**config.mk**
```make
export PLATFORM = sky130hd
export DESIGN_NAME = ser_reg_port
export DESIGN_NICKNAME = d
export VERILOG_FILES = /design/src/rtl/ser_reg_port_pkg.sv /design/src/rtl/ser_reg_port_sync.sv /design/src/rtl/ser_reg_port_decode.sv /design/src/rtl/ser_reg_port_engine.sv /design/src/rtl/ser_reg_port.sv
export SDC_FILE = /design/constraint.sdc
export NUM_CORES = 1
export LEC_CHECK = 0
export BUFFER_PORTS_ARGS = -buffer_cell sky130_fd_sc_hd__buf_4
export CORE_MARGIN = 2
export CORE_UTILIZATION = 60
export CTS_CLUSTER_DIAMETER = 120
export DETAILED_ROUTE_END_ITERATION = 12
export HOLD_SLACK_MARGIN = 0.15
export PLACE_DENSITY = 0.83
export SLEW_MARGIN = 20
export SYNTH_ARGS = -nofsm -noshare
export SYNTH_HDL_FRONTEND = slang
export SYNTH_HIERARCHICAL = 1
export SYNTH_SLANG_ARGS = --single-unit
```
**constraint.sdc**
```tcl
create_clock -name clk -period 4.4 [get_ports clk]
set_clock_uncertainty 0.1 [all_clocks]
set_input_delay 0.44 -clock clk [delete_from_list [all_inputs] [get_ports clk]]
set_output_delay 0.44 -clock clk [all_outputs]
set_load 0.02 [all_outputs]
```
**src/rtl/ser_reg_port_pkg.sv**
```systemverilog
package ser_reg_port_pkg;

   localparam int CMD_W      = 8;
   localparam int CMD_ADDR_W = 4;

   typedef enum logic [1:0] {
      ST_CMD,
      ST_WR,
      ST_RD,
      ST_HALT
   } port_state_e;

   typedef struct packed {
      logic                  burst;
      logic [1:0]            rsvd;
      logic [CMD_ADDR_W-1:0] addr;
      logic                  rd;
   } cmd_byte_t;

endpackage

```
**src/rtl/ser_reg_port_sync.sv**
```systemverilog
module ser_reg_port_sync #(
   parameter int            STAGES    = 2,
   parameter int            WIDTH     = 3,
   parameter logic [WIDTH-1:0] RESET_VAL = '0
) (
   input  logic             clk,
   input  logic             rst_n,
   input  logic [WIDTH-1:0] d,
   output logic [WIDTH-1:0] q
);

   generate
      if (STAGES == 0) begin : g_bypass
         assign q = d;
      end else begin : g_chain
         logic [WIDTH-1:0] stage_q [STAGES];
         always_ff @(posedge clk or negedge rst_n) begin
            if (!rst_n) begin
               for (int i = 0; i < STAGES; i++) stage_q[i] <= RESET_VAL;
            end else begin
               stage_q[0] <= d;
               for (int i = 1; i < STAGES; i++) stage_q[i] <= stage_q[i-1];
            end
         end
         assign q = stage_q[STAGES-1];
      end
   endgenerate

endmodule

```
**src/rtl/ser_reg_port_decode.sv**
```systemverilog
module ser_reg_port_decode
   import ser_reg_port_pkg::*;
#(
   parameter int NUM_REGS = 11
) (
   input  logic [CMD_W-1:0]      cmd_raw,
   output logic                  is_read,
   output logic [CMD_ADDR_W-1:0] addr,
   output logic                  burst_on,
   output logic                  legal
);

   cmd_byte_t cmd;

   always_comb begin
      cmd      = cmd_byte_t'(cmd_raw);
      is_read  = cmd.rd;
      addr     = cmd.addr;
      legal    = (cmd.rsvd == 2'b00);
      burst_on = cmd.burst && (cmd.addr == '0);
   end

endmodule

```
**src/rtl/ser_reg_port_engine.sv**
```systemverilog
module ser_reg_port_engine
   import ser_reg_port_pkg::*;
#(
   parameter int NUM_REGS    = 11,
   parameter int STAT_A_ADDR = 9,
   parameter int STAT_B_ADDR = 10
) (
   input  logic                  clk,
   input  logic                  rst_n,
   input  logic                  cs_n_s,
   input  logic                  sclk_s,
   input  logic                  sdi_s,
   output logic                  sdo,
   output logic                  sdo_oe,
   output logic                  wr_en,
   output logic [CMD_ADDR_W-1:0] wr_addr,
   output logic [CMD_W-1:0]      wr_data,
   output logic [CMD_ADDR_W-1:0] rd_addr,
   input  logic [CMD_W-1:0]      rd_data,
   output logic [1:0]            stat_clr
);

   localparam int AW    = CMD_ADDR_W;
   localparam int DW    = CMD_W;
   localparam int CNT_W = $clog2(DW);
   localparam logic [AW:0]    NREG_L  = (AW+1)'(NUM_REGS);
   localparam logic [AW-1:0]  LAST_A  = AW'(NUM_REGS - 1);
   localparam logic [AW-1:0]  STAT_A  = AW'(STAT_A_ADDR);
   localparam logic [AW-1:0]  STAT_B  = AW'(STAT_B_ADDR);
   localparam logic [CNT_W-1:0] LAST_BIT = CNT_W'(DW - 1);

   port_state_e      state;
   logic             sclk_d;
   logic [CNT_W-1:0] bcnt;
   logic [DW-2:0]    shreg;
   logic [AW-1:0]    addr_q;
   logic             burst_q;
   logic [DW-1:0]    tx_q;

   logic             rise, fall, last_bit, addr_ok;
   logic [DW-1:0]    incoming, rd_val;
   logic             dec_rd, dec_burst, dec_legal;
   logic [AW-1:0]    dec_addr;

   assign rise     = sclk_s & ~sclk_d;
   assign fall     = ~sclk_s & sclk_d;
   assign incoming = {sdi_s, shreg};
   assign last_bit = (bcnt == LAST_BIT);
   assign addr_ok  = ({1'b0, addr_q} < NREG_L);
   assign rd_addr  = addr_q;
   assign rd_val   = addr_ok ? rd_data : '0;

   ser_reg_port_decode #(.NUM_REGS(NUM_REGS)) u_decode (
      .cmd_raw  (incoming),
      .is_read  (dec_rd),
      .addr     (dec_addr),
      .burst_on (dec_burst),
      .legal    (dec_legal)
   );

   always_ff @(posedge clk or negedge rst_n) begin
      if (!rst_n) begin
         state    <= ST_CMD;
         sclk_d   <= 1'b1;
         bcnt     <= '0;
         shreg    <= '0;
         addr_q   <= '0;
         burst_q  <= 1'b0;
         tx_q     <= '0;
         sdo      <= 1'b0;
         sdo_oe   <= 1'b0;
         wr_en    <= 1'b0;
         wr_addr  <= '0;
         wr_data  <= '0;
         stat_clr <= '0;
      end else begin
         sclk_d   <= sclk_s;
         wr_en    <= 1'b0;
         stat_clr <= '0;
         if (cs_n_s) begin
            // deselect wins over any edge seen in the same cycle
            state   <= ST_CMD;
            bcnt    <= '0;
            burst_q <= 1'b0;
            sdo_oe  <= 1'b0;
         end else begin
            if (rise) begin
               shreg <= incoming[DW-1:1];
               bcnt  <= bcnt + 1'b1;
               if (last_bit) begin
                  unique case (state)
                     ST_CMD: begin
                        if (!dec_legal) begin
                           state <= ST_HALT;
                        end else begin
                           addr_q  <= dec_addr;
                           burst_q <= dec_burst;
                           state   <= dec_rd ? ST_RD : ST_WR;
                        end
                     end
                     ST_WR, ST_RD: begin
                        if (state == ST_WR && addr_ok) begin
                           wr_en   <= 1'b1;
                           wr_addr <= addr_q;
                           wr_data <= incoming;
                        end
                        if (state == ST_RD && !burst_q) begin
                           stat_clr[0] <= (addr_q == STAT_A);
                           stat_clr[1] <= (addr_q == STAT_B);
                        end
                        if (burst_q && addr_q != LAST_A) begin
                           addr_q <= addr_q + 1'b1;
                        end else begin
                           state <= ST_HALT;
                        end
                     end
                     default: ;
                  endcase
               end
            end
            if (fall) begin
               if (state == ST_RD) begin
                  sdo_oe <= 1'b1;
                  if (bcnt == '0) begin
                     sdo  <= rd_val[0];
                     tx_q <= rd_val;
                  end else begin
                     sdo <= tx_q[bcnt];
                  end
               end else begin
                  sdo_oe <= 1'b0;
               end
            end
         end
      end
   end

   // ---------------- assertions ----------------
   assert_hiz_deselected_R4: assert property (@(posedge clk) disable iff (!rst_n)
      cs_n_s |=> !sdo_oe);

   assert_no_drive_in_write_R4: assert property (@(posedge clk) disable iff (!rst_n)
      (state == ST_WR) |-> !sdo_oe);

   assert_write_in_range_R7: assert property (@(posedge clk) disable iff (!rst_n)
      wr_en |-> ({1'b0, wr_addr} < NREG_L));

   assert_commit_after_edge_R2: assert property (@(posedge clk) disable iff (!rst_n)
      wr_en |-> ($past(rise) && !$past(cs_n_s)));

   assert_clear_onehot_R10: assert property (@(posedge clk) disable iff (!rst_n)
      $onehot0(stat_clr));

   assert_clear_single_cycle_R10: assert property (@(posedge clk) disable iff (!rst_n)
      (stat_clr != 2'b00) |=> (stat_clr == 2'b00));

   assert_burst_no_clear_R5: assert property (@(posedge clk) disable iff (!rst_n)
      burst_q |-> (stat_clr == 2'b00));

   assert_halt_quiet_R8: assert property (@(posedge clk) disable iff (!rst_n)
      ($past(state) == ST_HALT) |-> !wr_en);

endmodule

```
**src/rtl/ser_reg_port.sv**
```systemverilog
module ser_reg_port
   import ser_reg_port_pkg::*;
#(
   parameter int NUM_REGS    = 11,
   parameter int STAT_A_ADDR = 9,
   parameter int STAT_B_ADDR = 10,
   parameter int SYNC_STAGES = 2
) (
   input  logic       clk,
   input  logic       rst_n,
   input  logic       cs_n,
   input  logic       sclk,
   input  logic       sdi,
   output logic       sdo,
   output logic       sdo_oe,
   output logic       reg_wr_en,
   output logic [3:0] reg_wr_addr,
   output logic [7:0] reg_wr_data,
   output logic [3:0] reg_rd_addr,
   input  logic [7:0] reg_rd_data,
   output logic [1:0] stat_clr
);

   localparam int MAX_REGS = 1 << CMD_ADDR_W;

   generate
      if (NUM_REGS < 1 || NUM_REGS > MAX_REGS) begin : g_bad_nregs
         $error("ser_reg_port: NUM_REGS must lie in 1..%0d", MAX_REGS);
      end
      if (STAT_A_ADDR >= NUM_REGS || STAT_B_ADDR >= NUM_REGS) begin : g_bad_stat
         $error("ser_reg_port: status addresses must be implemented registers");
      end
      if (STAT_A_ADDR == STAT_B_ADDR) begin : g_same_stat
         $error("ser_reg_port: status addresses must differ");
      end
      if (SYNC_STAGES < 0 || SYNC_STAGES > 4) begin : g_bad_sync
         $error("ser_reg_port: SYNC_STAGES must lie in 0..4");
      end
   endgenerate

   logic [2:0] pins_s;

   ser_reg_port_sync #(
      .STAGES    (SYNC_STAGES),
      .WIDTH     (3),
      .RESET_VAL (3'b110)
   ) u_sync (
      .clk   (clk),
      .rst_n (rst_n),
      .d     ({cs_n, sclk, sdi}),
      .q     (pins_s)
   );

   ser_reg_port_engine #(
      .NUM_REGS    (NUM_REGS),
      .STAT_A_ADDR (STAT_A_ADDR),
      .STAT_B_ADDR (STAT_B_ADDR)
   ) u_engine (
      .clk      (clk),
      .rst_n    (rst_n),
      .cs_n_s   (pins_s[2]),
      .sclk_s   (pins_s[1]),
      .sdi_s    (pins_s[0]),
      .sdo      (sdo),
      .sdo_oe   (sdo_oe),
      .wr_en    (reg_wr_en),
      .wr_addr  (reg_wr_addr),
      .wr_data  (reg_wr_data),
      .rd_addr  (reg_rd_addr),
      .rd_data  (reg_rd_data),
      .stat_clr (stat_clr)
   );

endmodule

```
==> run metrics <==
synth unique cells 44; Post-Syn Area between 2000 and 2500 um2; final-stage net count 247; Vias/cell 5.65; critical path launch point u_engine/bcnt[1]; commonest cells after routing, fill and taps aside 44 x dfrtp_1, 33 x buf_4, 19 x nand2_1; setup TNS 0 ns; H-tree Lvls 2; final wirelength 4390 um; Max Fanout on Critical Path 10; initial antenna violation count 0; WP data required 4.49 ns; vias in the first global route 1,501; min Tclk post-route 2.26 ns; PortBufs 33; Max VDD drop about 0.27 mV; final worst path period share 51.5%; Area after DPL 2580 um2; layout cell share with drive strength beyond 1 32.7%; final setup fails 0; number of top-level pins 34; max-slew violation count 0; Worst EP arrival 2.35 ns; endpoints failing hold 0; vias approximately 1,500; CP Class flop to flop; CTS buffer count 5; P&R area growth vs syn 14.0%; fmax 442 MHz; CORE AREA 3720 um2; worst hold slack 0.259 ns; routed len/inst roughly 16 um; ANT nets after route 0; top post-synthesis cells by area dfrtp_1 47%, mux2_4 7.0%, dfstp_2 5.5%; met1 wire length 1950 um; Yosys top cell by area dfrtp_1; placer congestion estimate 0.898; metal2 WL 2170 um; fin area 2700 um2; RSZ-0062 raised after global routing false; clock latency on the worst-skew pair 0.30 ns; diode count 0; Synth Register Bits 49; commonest non-fill, non-tap cell in the layout dfrtp_1; Mapped Cells 194; first-pass GRT wire length just over 7000 um; Reg2Reg Launch Point u_engine/bcnt[1]; met3 routed WL 231 um; largest net degree at the start of global routing 50; hpwl dp 3130 um; measured slew at the worst slew-check pin 0.590 ns; total power roughly 0.87 mW; Post-Syn Nets roughly 220; Power Density 322 nW/um2; Initial Utilization 63.7%; max_cap viols 0; GRT Resource Usage Total between 20% and 30%; Post-synth EDFFs 0; Post-synth ARST share 100%; status complete, no violations; leakage 1.32 nW; Clock Path Buffers 2; # rows 22; Mean Syn Cell Area 12.2 um2; Die X 66.8 um; Critical Path End Type flop; Worst slew margin 60.7%; GRT overflow 0; Hold WC Path Type flop to flop; Die Span Y 66.8 um; DRT Pass-1 Iters 4; Die Area 4460 um2; Worst-path clk slew 0.08 ns; HP Start u_sync/g_chain.stage_q[4]; synth warn 6; drt first-iter violations 100; top cell type's share of synthesized area 46.5%; Seq/Total Area, Yosys 52.1%; critical path launch point type flop; CTS tree built; uppermost layer routed met4; detailed-route DRC error count 0; cts repair resizes 0; Num Clock Sinks ~50; ys flop type dfrtp_1; clock root cell clkbuf_8
## registers in the layout, summed over array words and instances, names as in the netlist, 2 cells and up
name,cells
u_engine/bcnt,3
u_engine/rd_addr,4
u_engine/shreg,7
u_engine/stat_clr,2
u_engine/state,2
u_engine/tx_q,8
u_engine/wr_addr,4
u_engine/wr_data,8
u_sync/g_chain.stage_q,3
u_sync/q,3
## path summary, 6_finish.rpt
| path | end | cells past startpoint | slack (ns) |
|---|---|---|---|
| hold / removal | u_sync/q[1] | 0 | 0.26 |
| hold reg to reg | u_sync/q[1] | 0 | 0.26 |
| min in group asynchronous | u_engine/wr_addr[0] | 2 | 0.59 |
| setup reg to reg | u_engine/state[1] | 6 | 2.14 |
| max in group asynchronous | u_engine/tx_q[3] | 2 | 3.23 |
| setup / recovery | u_engine/state[1] | 6 | 2.14 |
## cells by family (layout without fill, tap and decap cells)
kind of cell	count (synthesis)	in the layout	share of synthesized area (%)
xor+xnor	1	1	0.370
mux	26	26	14.2
compound gates	26	26	7.93
simple gates	59	59	14.4
flops	49	49	52.1
buf+inv	24	56	6.24
fa+ha+maj	9	9	4.76
## layer usage
metal,GRT usage (%),vias to the layer above
met5,0,-
met4,5.36,0
met3,6.76,5
met2,35.5,57
met1,29.7,760
li1,-,727
## worst max-delay path: stages (launching register included)
cell	delay (ns)
dfrtp_1	0.50
ha_1	0.21
ha_1	0.25
nand3b_1	0.13
nor2_1	0.46
nand2_1	0.17
a211oi_1	0.34
## cells in the mapped netlist, types with 3 or more instances
cell type	instances
nor2_1	11
ha_1	9
dfstp_2	5
a211oi_1	3
nand3_1	5
o21ai_0	10
mux2_2	7
and2_1	3
nand2b_1	4
dfrtp_1	44
inv_1	10
mux2i_1	7
nand2_1	19
a21oi_1	4
buf_4	9
mux2_4	11
## report_power, final
| group | internal (mW) | switching, mW | total [mW] |
|---|---|---|---|
| sequential | 0.482 | 0.0435 | 0.526 |
| combinational | 0.0482 | 0.0402 | 0.0884 |
| clock | 0.110 | 0.144 | 0.254 |
## stage by stage
step,setup slack [ns],instances,util [%]
3_3_place_gp,2.29,262,69.3
3_5_place_dp,2.16,262,69.3
4_1_cts,2.15,274,72.6
2_1_floorplan,2.40,194,-
5_1_grt,2.02,274,72.6
6_report,2.14,274,72.6
## repair_timing
| action | in CTS | in global routing |
|---|---|---|
| endpoints found under the hold margin | 47 | 0 |
| hold buffers | 4 | 0 |
| buffers inserted | 0 | 0 |
## layout make-up
| cell class | instances | area (um2) |
|---|---|---|
| sequential | 49 | 1230 |
| fill | 253 | 1020 |
| multi-input combinational | 121 | 987 |
| timing repair buffer | 37 | 288 |
| clock buffer | 6 | 72.6 |
| tap | 48 | 60.1 |
| inverter | 11 | 48.8 |
| clock inverter | 2 | 10.0 |
Note: power is estimated with default switching activity, not from simulation.
